===== src/rtl/mp_irq_mask_ctrl.sv =====
module mp_irq_mask_ctrl #(
  parameter int NCPU = 4,
  parameter int AW   = 5
) (
  input  logic             clk,
  input  logic             rst_n,
  input  logic [AW-1:0]    bus_addr,
  input  logic [31:0]      bus_wdata,
  input  logic             bus_we,
  input  logic             bus_re,
  output logic [31:0]      bus_rdata,
  output logic             bus_rvalid,
  input  logic [31:0]      dev_irq,
  output logic [NCPU*4-1:0] cpu_level
);

  localparam int TW    = (NCPU > 1) ? $clog2(NCPU) : 1;
  localparam int MBASE = 4 * NCPU;
  localparam logic [31:0] PEND_OK = 32'hFFFE_FFFE;
  localparam logic [AW-1:0] A_STAT = AW'(MBASE);
  localparam logic [AW-1:0] A_MASK = AW'(MBASE + 1);
  localparam logic [AW-1:0] A_MCLR = AW'(MBASE + 2);
  localparam logic [AW-1:0] A_MSET = AW'(MBASE + 3);
  localparam logic [AW-1:0] A_TGT  = AW'(MBASE + 4);

  logic [31:0] pend_q [NCPU];
  logic [31:0] mask_q, dev_q, dev_eff, rd_mux;
  logic [TW-1:0] tgt_q;
  logic [15:0] dev_vec;

  function automatic logic [3:0] src_level(input int b);
    case (b)
      28, 29, 30: return 4'd15;
      21:         return 4'd14;
      17:         return 4'd13;
      14, 15:     return 4'd12;
      22:         return 4'd11;
      19:         return 4'd10;
      20:         return 4'd8;
      16:         return 4'd6;
      18:         return 4'd4;
      7, 8, 9, 10, 11, 12: return 4'(b - 6);
      default:    return 4'd0;
    endcase
  endfunction

  function automatic logic [3:0] top_level(input logic [15:0] v);
    logic [3:0] r;
    r = '0;
    for (int l = 1; l < 16; l++)
      if (v[l]) r = 4'(l);
    return r;
  endfunction

  always_ff @(posedge clk) begin
    if (!rst_n) begin
      for (int c = 0; c < NCPU; c++) pend_q[c] <= '0;
      mask_q <= '1;
      dev_q  <= '0;
      tgt_q  <= '0;
    end else begin
      dev_q <= dev_irq;
      if (bus_we) begin
        for (int c = 0; c < NCPU; c++) begin
          if (bus_addr == AW'(4*c + 1)) pend_q[c] <= pend_q[c] & ~(bus_wdata & PEND_OK);
          if (bus_addr == AW'(4*c + 2)) pend_q[c] <= pend_q[c] | (bus_wdata & PEND_OK);
        end
        if (bus_addr == A_MCLR) mask_q <= mask_q & ~bus_wdata;
        if (bus_addr == A_MSET) mask_q <= mask_q | bus_wdata;
        if (bus_addr == A_TGT)  tgt_q  <= TW'(bus_wdata % 32'(NCPU));
      end
    end
  end

  assign dev_eff = mask_q[31] ? 32'h0 : (dev_q & ~mask_q);

  always_comb begin
    dev_vec = '0;
    for (int b = 0; b < 32; b++)
      if (dev_eff[b]) dev_vec[src_level(b)] = 1'b1;
  end

  always_comb begin
    rd_mux = '0;
    for (int c = 0; c < NCPU; c++)
      if (bus_addr == AW'(4*c)) rd_mux = pend_q[c];
    if (bus_addr == A_STAT) rd_mux = dev_q;
    if (bus_addr == A_MASK) rd_mux = mask_q;
    if (bus_addr == A_TGT)  rd_mux = 32'(tgt_q);
  end

  always_ff @(posedge clk) begin
    if (!rst_n) begin
      bus_rdata  <= '0;
      bus_rvalid <= 1'b0;
    end else begin
      bus_rvalid <= bus_re;
      bus_rdata  <= bus_re ? rd_mux : 32'h0;
    end
  end

  for (genvar c = 0; c < NCPU; c++) begin : g_cpu
    assign cpu_level[4*c +: 4] = top_level(pend_q[c][15:0] | pend_q[c][31:16] |
                                           ((tgt_q == TW'(c)) ? dev_vec : 16'h0));

    assert_clear_all_R2: assert property (@(posedge clk) disable iff (!rst_n)
      (bus_we && bus_addr == AW'(4*c + 1) && bus_wdata == 32'hFFFF_FFFF) |=> pend_q[c] == 32'h0);

    assert_global_mask_R5: assert property (@(posedge clk) disable iff (!rst_n)
      (mask_q[31] && pend_q[c] == 32'h0) |-> cpu_level[4*c +: 4] == 4'd0);

    assert_only_target_R7: assert property (@(posedge clk) disable iff (!rst_n)
      (tgt_q != TW'(c) && pend_q[c] == 32'h0) |-> cpu_level[4*c +: 4] == 4'd0);
  end

  assert_read_valid_R11: assert property (@(posedge clk) disable iff (!rst_n)
    bus_re |=> bus_rvalid);

  assert_wo_reads_zero_R11: assert property (@(posedge clk) disable iff (!rst_n)
    (bus_re && (bus_addr == A_MCLR || bus_addr == A_MSET)) |=> bus_rdata == 32'h0);

  assert_mask_set_R4: assert property (@(posedge clk) disable iff (!rst_n)
    (bus_we && bus_addr == A_MSET) |=> (mask_q & $past(bus_wdata)) == $past(bus_wdata));

endmodule


===== config.mk =====
export PLATFORM = sky130hd
export DESIGN_NAME = mp_irq_mask_ctrl
export DESIGN_NICKNAME = d
export VERILOG_FILES = /design/src/rtl/mp_irq_mask_ctrl.sv
export SDC_FILE = /design/constraint.sdc
export NUM_CORES = 1
export LEC_CHECK = 0
export ABC_AREA = 1
export ABC_CLOCK_PERIOD_IN_PS = 3240
export BUFFER_PORTS_ARGS = -buffer_cell sky130_fd_sc_hd__buf_2
export CAP_MARGIN = 20
export CORE_MARGIN = 3
export CORE_UTILIZATION = 35
export CTS_CLUSTER_DIAMETER = 150
export DETAILED_ROUTE_END_ITERATION = 7
export GPL_TIMING_DRIVEN = 0
export PLACE_DENSITY = 0.65
export SLEW_MARGIN = 20
export SYNTH_ARGS = -nofsm -noshare
export SYNTH_HDL_FRONTEND = slang
export SYNTH_SLANG_ARGS = --single-unit
export TNS_END_PERCENT = 5

===== constraint.sdc =====
create_clock -name clk -period 3.24 [get_ports clk]
set_input_delay 0.324 -clock clk [delete_from_list [all_inputs] [get_ports clk]]
set_output_delay 0.324 -clock clk [all_outputs]
set_load 0.05 [all_outputs]

==> results of run 1 <==
-- power by group --
part | switching, mW | internal (mW) | leakage, nW
Combinational | 0.403 | 0.164 | 2.94
Clock | 1.19 | 1.87 | 0.463
Sequential | 0.0709 | 3.02 | 2.05
-- cells in the final DEF (no fill, tap or decap), drive strengths merged, types with 17 or more instances in the layout --
cell and instances:
a41oi 21, clkbuf 76, a22oi 17, dlygate4sd3 31, a21oi 133, buf 153, nand3 28, dfxtp 99
o311ai 30, nand2 321, nor2 75, nor3 19, o21ai 150, inv 181, edfxtp 120
-- per-layer routing --
metal / up-vias / track usage (%) / wire length, um
met5: - / 0 / 0
met3: 76 / 4.25 / 3430
li1: 4923 / - / -
met2: 582 / 36.9 / 18000
met4: 0 / 8.56 / 1560
met1: 4887 / 32.8 / 17200
-- worst register-to-register path: cells and delay by family (launching register included) --
kind             cells  cell delay (ns)
AND/OR/NAND/NOR      2             0.25
flip-flops           1             0.43
AO/OA/AOI/OAI        2             0.56
-- final timing paths --
path,from,end,slack (ns),cells after the start
worst max-delay path,tgt_q[0]$_SDFFE_PN0P_,cpu_level[9],0.15,11
worst min-delay path,dev_irq[31],dev_q[31]$_SDFF_PN0_,0.02,3
worst max register to register,pend_q[0][9]$_SDFFCE_PN0P_,bus_rdata[9]$_SDFF_PP0_,1.85,4
worst min register to register,dev_q[23]$_SDFF_PN0_,bus_rdata[23]$_SDFF_PP0_,0.48,2
-- cells by family (layout without fill, tap and decap cells) --
group / after synthesis / after routing / synth area share, %
AND/OR/NAND/NOR: 457 / 457 / 17.2
AO/OA/AOI/OAI: 402 / 402 / 22.0
buffers and inverters: 245 / 448 / 9.08
flip-flops: 219 / 219 / 51.7
-- area by class of cell --
class                           count  area [sq um]  area share [%]
Clock buffer                       41           885            6.67
Multi-Input combinational cell    859          4290            32.3
Sequential cell                   219          5590            42.1
Inverter                          181           679            5.12
Buffer                             64           302            2.27
Tap cell                          390           488            3.68
Timing Repair Buffer              155          1000            7.55
Clock inverter                      7          38.8           0.292
-- stage by stage --
step / hold WS [ns] / cell area [sq um]
2_1_floorplan: 0.422 / 10800
4_1_cts: 0.00837 / 13200
3_5_place_dp: 0.473 / 12000
5_1_grt: 0.0407 / 13300
3_3_place_gp: 0.455 / 11900
6_report: 0.0219 / 13300
-- repair_timing --
item / CTS / global route
hold buffers: 31 / 0
gates resized for setup: 0 / 4
setup endpoints to repair: 0 / 8
buffers inserted: 0 / 0
hold endpoints to repair: 31 / 0
==> flow_summary.html, run 1 <==
<table>
<tr><th>Metric</th><th>Value</th></tr>
<tr><th colspan="2">Status</th></tr>
<tr><td>Outcome</td><td>finished, final reports clean</td></tr>
<tr><th colspan="2">Worst setup path</th></tr>
<tr><td>Arrival @ worst endpoint</td><td>2.77 ns</td></tr>
<tr><td>Critical path's largest stage delay</td><td>0.40 ns</td></tr>
<tr><td>Critical path start-end classification</td><td>reg -&gt; out</td></tr>
<tr><td>Worst Setup Start Kind</td><td>register</td></tr>
<tr><td>Crit Path Max Fanout</td><td>9</td></tr>
<tr><td>Kind of cell adding the most delay to the critical path</td><td>simple AND/OR/NAND/NOR gates</td></tr>
<tr><td>Slowest stage cell, crit path</td><td>sky130_fd_sc_hd__dfxtp_1</td></tr>
<tr><td>Crit-path cells</td><td>inv_2, nand2_1, inv_2, nand3_1, nand2_1, nor4_1, nand2_1, a21oi_1, nor2_1, o21bai_1, buf_2</td></tr>
<tr><td>CP bufs+invs</td><td>3</td></tr>
<tr><td>Required time at the worst-slack endpoint</td><td>2.92 ns</td></tr>
<tr><td>Most prevalent standard cell on the critical path</td><td>sky130_fd_sc_hd__nand2_1</td></tr>
<tr><td>Kind of end point of the critical path</td><td>output port</td></tr>
<tr><th colspan="2">Clock tree</th></tr>
<tr><td>Root buffer cell</td><td>sky130_fd_sc_hd__clkbuf_16</td></tr>
<tr><td>Insertion delay to the later sink of the worst-skew pair</td><td>0.53 ns</td></tr>
<tr><td>Clk slew on worst S/H paths</td><td>approximately 0.06 ns</td></tr>
<tr><td>Number of clock sinks</td><td>219</td></tr>
<tr><td>Number of levels in the clock H-tree</td><td>1</td></tr>
<tr><td>CTS tree</td><td>built</td></tr>
<tr><td>Max Buffers Root-to-Sink</td><td>3</td></tr>
<tr><td>Number of CTS-inserted buffers</td><td>26</td></tr>
<tr><th colspan="2">Place</th></tr>
<tr><td>Hpwl dp</td><td>30600 um</td></tr>
<tr><td>Number of buffers added on ports</td><td>120</td></tr>
<tr><td>Final estimated routing congestion in global placement</td><td>0.968</td></tr>
<tr><td>Post-place setup slack</td><td>around 0.29 ns</td></tr>
<tr><td>Cell count after placement</td><td>1836</td></tr>
<tr><th colspan="2">Pwr</th></tr>
<tr><td>Power density over the cells</td><td>around 510 nW/um^2</td></tr>
<tr><td>Peak VDD IR</td><td>0.000360 V</td></tr>
<tr><td>Leak Pwr</td><td>5.46 nW</td></tr>
<tr><td>Power after layout</td><td>between 6 and 7 mW</td></tr>
<tr><th colspan="2">Route</th></tr>
<tr><td>Number of DRC markers in iteration 0</td><td>1373</td></tr>
<tr><td>Total wire length after detailed routing</td><td>about 40000 um</td></tr>
<tr><td>Number of nets with antenna violations after detailed routing</td><td>0</td></tr>
<tr><td>Number of detailed-route iterations in the first pass</td><td>5</td></tr>
<tr><td>Number of vias per cell</td><td>between 5 and 6</td></tr>
<tr><td>Via Count</td><td>10468</td></tr>
<tr><td>Average detailed-routed wire length per instance</td><td>around 21 um</td></tr>
<tr><td>Detailed-route DRC error count</td><td>0</td></tr>
<tr><th colspan="2">Synth</th></tr>
<tr><td>Most frequent cell after synthesis</td><td>sky130_fd_sc_hd__nand2_1</td></tr>
<tr><td>Synthesized netlist net count</td><td>approximately 1400</td></tr>
<tr><td>Most numerous cell types in the synthesized netlist</td><td>sky130_fd_sc_hd__nand2_1 (319), sky130_fd_sc_hd__inv_1 (172), sky130_fd_sc_hd__a21oi_1 (133)</td></tr>
<tr><td>Fraction of post-synthesis cell area in the top cell type by area</td><td>33.4%</td></tr>
<tr><td>Synthesis-stage register bit count</td><td>219</td></tr>
<tr><td>Sequential cell area fraction in the yosys report</td><td>51.7%</td></tr>
<tr><td>Prevailing post-synth register cell</td><td>sky130_fd_sc_hd__edfxtp_1</td></tr>
<tr><td>Dominant cells by area after synthesis</td><td>sky130_fd_sc_hd__edfxtp_1 (33%), sky130_fd_sc_hd__dfxtp_1 (18%), sky130_fd_sc_hd__nand2_1 (11%)</td></tr>
<tr><td>Share of flip-flops with an asynchronous set or reset after synthesis</td><td>0%</td></tr>
<tr><td>Count of different cell masters after synthesis</td><td>37</td></tr>
<tr><td>Cell area after synthesis</td><td>between 10000 and 15000 sq um</td></tr>
<tr><td>Area leader, netlist</td><td>sky130_fd_sc_hd__edfxtp_1</td></tr>
<tr><td>Number of enable-type register cells in the synthesized netlist</td><td>120</td></tr>
<tr><td>Warning count from the yosys run</td><td>0</td></tr>
<tr><td>Number of cells produced by synthesis</td><td>1323</td></tr>
<tr><td>Mean instance size in the synthesized netlist</td><td>between 8 and 9 sq um</td></tr>
<tr><th colspan="2">Die</th></tr>
<tr><td>Total I/O pin count</td><td>around 120</td></tr>
<tr><td>Placeable Area</td><td>around 30000 sq um</td></tr>
<tr><td>Horizontal extent of the die</td><td>182 um</td></tr>
<tr><td>Number of cell rows</td><td>63</td></tr>
<tr><td>Die Y</td><td>between 150 and 200 um</td></tr>
<tr><td>Die ar.</td><td>33000 sq um</td></tr>
<tr><td>Starting utilization of the core area</td><td>36.0%</td></tr>
<tr><th colspan="2">Timing</th></tr>
<tr><td>Time the worst path needs with I/O delays and setup</td><td>3.09 ns</td></tr>
<tr><td>Slack of the critical path</td><td>0.148 ns</td></tr>
<tr><td>Pins Over Slew Limit</td><td>0</td></tr>
<tr><td>Final count of negative-setup-slack endpoints</td><td>0</td></tr>
<tr><td>Clock Skew</td><td>0.0129 ns</td></tr>
<tr><td>Total Negative Setup Slacks</td><td>0 ns</td></tr>
<tr><td>Fin crit share</td><td>95.4%</td></tr>
<tr><td>Worst-Margin Slew</td><td>1.06 ns</td></tr>
<tr><td>Peak Freq</td><td>323 MHz</td></tr>
<tr><td>Fin. Hold Viols</td><td>0</td></tr>
<tr><td>Relative slew margins</td><td>between 20% and 30%</td></tr>
<tr><th colspan="2">Run</th></tr>
<tr><td>Number of violations of the max-capacitance limit</td><td>0</td></tr>
<tr><th colspan="2">Final layout</th></tr>
<tr><td>Area delta synth-&gt;final</td><td>22.8%</td></tr>
<tr><td>Final core area utilization</td><td>between 40 and 50%</td></tr>
<tr><td>Number of nets in the layout</td><td>around 1600</td></tr>
<tr><td>Diodes inserted</td><td>0</td></tr>
<tr><td>Final instance count without filler cells</td><td>1916</td></tr>
<tr><td>Ratio of cells with drive above 1 in the final layout</td><td>between 15 and 20%</td></tr>
<tr><td>Filler Cell Count</td><td>approximately 3000</td></tr>
<tr><th colspan="2">Worst hold path</th></tr>
<tr><td>Worst min path class</td><td>in -&gt; reg</td></tr>
<tr><th colspan="2">Global route</th></tr>
<tr><td>Largest net degree at the start of global routing</td><td>31</td></tr>
<tr><td>Number of global-route vias before repair</td><td>just under 10000</td></tr>
<tr><td>Antenna violations before repair</td><td>0</td></tr>
<tr><td>First-pass GRT wire length</td><td>60200 um</td></tr>
<tr><td>Overall track demand over capacity in global routing</td><td>23.6%</td></tr>
<tr><td>Total global routing overflow</td><td>0</td></tr>
</table>
No activity file was read; power rests on OpenSTA's default activity.
==> inputs of run 2 (changes only) <==
--- a/config.mk
+++ b/config.mk
@@ -11,10 +11,13 @@
 export CAP_MARGIN = 20
 export CORE_MARGIN = 3
 export CORE_UTILIZATION = 35
+export CTS_BUF_LIST = sky130_fd_sc_hd__clkbuf_4 sky130_fd_sc_hd__clkbuf_8
 export CTS_CLUSTER_DIAMETER = 150
 export DETAILED_ROUTE_END_ITERATION = 7
 export GPL_TIMING_DRIVEN = 0
 export PLACE_DENSITY = 0.65
+export SETUP_SLACK_MARGIN = 0.4
+export SKIP_CTS_REPAIR_TIMING = 1
 export SLEW_MARGIN = 20
 export SYNTH_ARGS = -nofsm -noshare
 export SYNTH_HDL_FRONTEND = slang
==> flow_summary.html, run 2 (synthesis gave the netlist of run 1 again) <==
<table>
<tr><th>Metric</th><th>Value</th></tr>
<tr><th colspan="2">Status</th></tr>
<tr><td>Outcome</td><td>finished with violations (was finished, final reports clean)</td></tr>
<tr><td>Violations in the final reports</td><td>hold timing</td></tr>
<tr><th colspan="2">Timing</th></tr>
<tr><td>Fin. Hold Viols</td><td>2 (was 0)</td></tr>
<tr><td>Final count of negative-setup-slack endpoints</td><td>0 (unchanged)</td></tr>
<tr><td>Slack of the critical path</td><td>0.371 ns (was 0.148 ns)</td></tr>
<tr><td>Pins Over Slew Limit</td><td>0 (unchanged)</td></tr>
<tr><td>Relative slew margins</td><td>29.8% (was 29.2%)</td></tr>
<tr><td>Worst-Margin Slew</td><td>1.05 ns (was 1.06 ns)</td></tr>
<tr><td>Clock Skew</td><td>0.0126 ns (was 0.0129 ns)</td></tr>
<tr><td>Fin crit share</td><td>88.5% (was 95.4%)</td></tr>
<tr><td>Peak Freq</td><td>349 MHz (was 323 MHz)</td></tr>
<tr><td>Worst slack on hold paths</td><td>-0.0252 ns (was 0.0219 ns)</td></tr>
<tr><td>Time the worst path needs with I/O delays and setup</td><td>2.87 ns (was 3.09 ns)</td></tr>
<tr><td>Total Negative Setup Slacks</td><td>0 ns (unchanged)</td></tr>
<tr><td>Setup repair after global routing missed its margin</td><td>yes</td></tr>
<tr><th colspan="2">Worst setup path</th></tr>
<tr><td>Setup crit end</td><td>cpu_level[13] (was cpu_level[9])</td></tr>
<tr><td>Number of cell instances on the worst register-to-register path</td><td>6 (was 4)</td></tr>
<tr><td>Slowest stage cell, crit path</td><td>sky130_fd_sc_hd__dfxtp_1 (unchanged)</td></tr>
<tr><td>Most prevalent standard cell on the critical path</td><td>sky130_fd_sc_hd__nand2_1 (unchanged)</td></tr>
<tr><td>Critical path start-end classification</td><td>reg -&gt; out (unchanged)</td></tr>
<tr><td>Crit Path Max Fanout</td><td>4 (was 9)</td></tr>
<tr><td>Worst Setup Start Kind</td><td>register (unchanged)</td></tr>
<tr><td>Kind of end point of the critical path</td><td>output port (unchanged)</td></tr>
<tr><td>Required time at the worst-slack endpoint</td><td>2.92 ns (about the same)</td></tr>
<tr><td>Crit-path cells</td><td>nand3b_1, o31ai_4, nand2_1, nand2_1, nor3_1, a21oi_1, o31ai_2, nand3_1, buf_6 (was inv_2, nand2_1, inv_2, nand3_1, nand2_1, nor4_1, nand2_1, a21oi_1, nor2_1, o21bai_1, buf_2)</td></tr>
<tr><td>Arrival @ worst endpoint</td><td>2.54 ns (was 2.77 ns)</td></tr>
<tr><td>CP bufs+invs</td><td>1 (was 3)</td></tr>
<tr><td>Launching point of the worst reg2reg path</td><td>pend_q[0][1]$_SDFFCE_PN0P_ (was pend_q[0][9]$_SDFFCE_PN0P_)</td></tr>
<tr><td>Cell depth of the worst setup path</td><td>9 (was 11)</td></tr>
<tr><td>Critical R2R Capture</td><td>bus_rdata[1]$_SDFF_PN0_ (was bus_rdata[9]$_SDFF_PP0_)</td></tr>
<tr><td>Kind of cell adding the most delay to the critical path</td><td>simple AND/OR/NAND/NOR gates (unchanged)</td></tr>
<tr><td>Reg2Reg Setup Slack</td><td>1.83 ns (was 1.85 ns)</td></tr>
<tr><td>Critical path's largest stage delay</td><td>0.45 ns (was 0.40 ns)</td></tr>
<tr><th colspan="2">Final layout</th></tr>
<tr><td>Filler Cell Count</td><td>2992 (was 2997)</td></tr>
<tr><td>Area of the multi-input gates</td><td>4370 sq um (was 4290 sq um)</td></tr>
<tr><td>Number of nets in the layout</td><td>1597 (was 1579)</td></tr>
<tr><td>Area of all placed cells without fillers</td><td>13400 sq um (was 13300 sq um)</td></tr>
<tr><td>FF+latch area</td><td>5590 sq um (about the same)</td></tr>
<tr><td>Area delta synth-&gt;final</td><td>24.2% (was 22.8%)</td></tr>
<tr><td>Most used cells in the layout excluding fill and tap cells</td><td>sky130_fd_sc_hd__nand2_1 (312), sky130_fd_sc_hd__inv_1 (171), sky130_fd_sc_hd__buf_2 (135) (was sky130_fd_sc_hd__nand2_1 (318), sky130_fd_sc_hd__inv_1 (172), sky130_fd_sc_hd__buf_2 (142))</td></tr>
<tr><td>Final core area utilization</td><td>44.7% (was 44.2%)</td></tr>
<tr><td>Diodes inserted</td><td>0 (unchanged)</td></tr>
<tr><td>Ratio of cells with drive above 1 in the final layout</td><td>18.2% (was 15.0%)</td></tr>
<tr><td>Most frequent standard cell in the layout excluding fill and tap cells</td><td>sky130_fd_sc_hd__nand2_1 (unchanged)</td></tr>
<tr><td>Final instance count without filler cells</td><td>1944 (was 1916)</td></tr>
<tr><th colspan="2">Clock tree</th></tr>
<tr><td>Root buffer cell</td><td>sky130_fd_sc_hd__clkbuf_8 (was sky130_fd_sc_hd__clkbuf_16)</td></tr>
<tr><td>Clk slew on worst S/H paths</td><td>0.06 ns (about the same)</td></tr>
<tr><td>Max Buffers Root-to-Sink</td><td>3 (unchanged)</td></tr>
<tr><td>Number of clock sinks</td><td>219 (unchanged)</td></tr>
<tr><td>Number of levels in the clock H-tree</td><td>2 (was 1)</td></tr>
<tr><td>Insertion delay to the later sink of the worst-skew pair</td><td>0.54 ns (was 0.53 ns)</td></tr>
<tr><td>CTS tree</td><td>built (unchanged)</td></tr>
<tr><td>Number of CTS-inserted buffers</td><td>40 (was 26)</td></tr>
<tr><th colspan="2">Die</th></tr>
<tr><td>Die Y</td><td>182 um (unchanged)</td></tr>
<tr><td>Total I/O pin count</td><td>122 (unchanged)</td></tr>
<tr><td>Horizontal extent of the die</td><td>182 um (unchanged)</td></tr>
<tr><td>Die ar.</td><td>33000 sq um (unchanged)</td></tr>
<tr><td>Number of cell rows</td><td>63 (unchanged)</td></tr>
<tr><td>Starting utilization of the core area</td><td>36.0% (unchanged)</td></tr>
<tr><td>Placeable Area</td><td>30000 sq um (unchanged)</td></tr>
<tr><th colspan="2">Place</th></tr>
<tr><td>Final estimated routing congestion in global placement</td><td>0.968 (unchanged)</td></tr>
<tr><td>Hpwl dp</td><td>30600 um (unchanged)</td></tr>
<tr><td>Cell count after placement</td><td>1836 (unchanged)</td></tr>
<tr><td>Post-place setup slack</td><td>0.286 ns (unchanged)</td></tr>
<tr><td>Number of buffers added on ports</td><td>120 (unchanged)</td></tr>
<tr><td>Placed cell area</td><td>12000 sq um (unchanged)</td></tr>
<tr><th colspan="2">Pwr</th></tr>
<tr><td>Leak Pwr</td><td>5.52 nW (was 5.46 nW)</td></tr>
<tr><td>Power density over the cells</td><td>491 nW/um^2 (was 507 nW/um^2)</td></tr>
<tr><td>Peak VDD IR</td><td>0.000249 V (was 0.000360 V)</td></tr>
<tr><td>Power after layout</td><td>6.59 mW (was 6.72 mW)</td></tr>
<tr><th colspan="2">Global route</th></tr>
<tr><td>Number of global-route vias before repair</td><td>9910 (was 9911)</td></tr>
<tr><td>Largest net degree at the start of global routing</td><td>31 (unchanged)</td></tr>
<tr><td>First-pass GRT wire length</td><td>60200 um (unchanged)</td></tr>
<tr><td>Total global routing overflow</td><td>0 (unchanged)</td></tr>
<tr><td>Antenna violations before repair</td><td>0 (unchanged)</td></tr>
<tr><td>Overall track demand over capacity in global routing</td><td>23.7% (was 23.6%)</td></tr>
<tr><th colspan="2">Route</th></tr>
<tr><td>Total wire length after detailed routing</td><td>40700 um (was 40200 um)</td></tr>
<tr><td>Number of vias per cell</td><td>5.45 (was 5.46)</td></tr>
<tr><td>Via Count</td><td>10589 (was 10468)</td></tr>
<tr><td>Number of DRC markers in iteration 0</td><td>1308 (was 1373)</td></tr>
<tr><td>Number of detailed-route iterations in the first pass</td><td>6 (was 5)</td></tr>
<tr><td>Number of nets with antenna violations after detailed routing</td><td>0 (unchanged)</td></tr>
<tr><td>Average detailed-routed wire length per instance</td><td>20.9 um (was 21.0 um)</td></tr>
<tr><td>Detailed-route DRC error count</td><td>0 (unchanged)</td></tr>
<tr><th colspan="2">Run</th></tr>
<tr><td>Number of violations of the max-capacitance limit</td><td>0 (unchanged)</td></tr>
<tr><th colspan="2">Worst hold path</th></tr>
<tr><td>Worst min path class</td><td>in -&gt; reg (unchanged)</td></tr>
</table>
==> run 2: worst min path at each step <==
stage                                    start  slack [ns]  depth (start not counted)                       end
after floorplan                     dev_irq[0]        0.42                          2       dev_q[0]$_SDFF_PN0_
after global placement                register        0.45                          2                  register
after detailed placement  dev_q[16]$_SDFF_PN0_        0.47                          2  bus_rdata[16]$_SDFF_PP0_
after CTS                           dev_irq[0]       -0.07                          3       dev_q[0]$_SDFF_PN0_
after global routing               dev_irq[26]        0.01                          3      dev_q[26]$_SDFF_PN0_
final                              dev_irq[26]       -0.03                          3      dev_q[26]$_SDFF_PN0_
==> run 2: final cells by class <==
| type | instances | share of cell area [%] |
|---|---|---|
| Inverter | 181 | 5.16 |
| Timing Repair Buffer | 159 | 8.02 |
| Buffer | 64 | 2.34 |
| Sequential cell | 219 | 41.7 |
| Clock buffer | 65 | 5.88 |
| Multi-Input combinational cell | 859 | 32.6 |
| Tap cell | 390 | 3.64 |
| Clock inverter | 7 | 0.662 |
==> run 2: tightest hold or removal path: stages <==
cell	delay, ns
sky130_fd_sc_hd__buf_2	0.08
sky130_fd_sc_hd__nand2_1	0.04
sky130_fd_sc_hd__inv_1	0.04
==> run 2: per-layer routing <==
| metal | vias up | share of wire [%] | track usage (%) |
|---|---|---|---|
| li1 | 4960 | - | - |
| met1 | 4919 | 42 | 32.8 |
| met2 | 615 | 45 | 36.5 |
| met3 | 95 | 9.4 | 4.95 |
| met4 | 0 | 3.9 | 9.45 |
| met5 | - | 0 | 0 |
==> run 2: power by group <==
group | switching, mW | internal (mW) | leakage, nW
clock | 1.22 | 1.70 | 0.463
combinational | 0.408 | 0.173 | 3.00
sequential | 0.0716 | 3.02 | 2.05
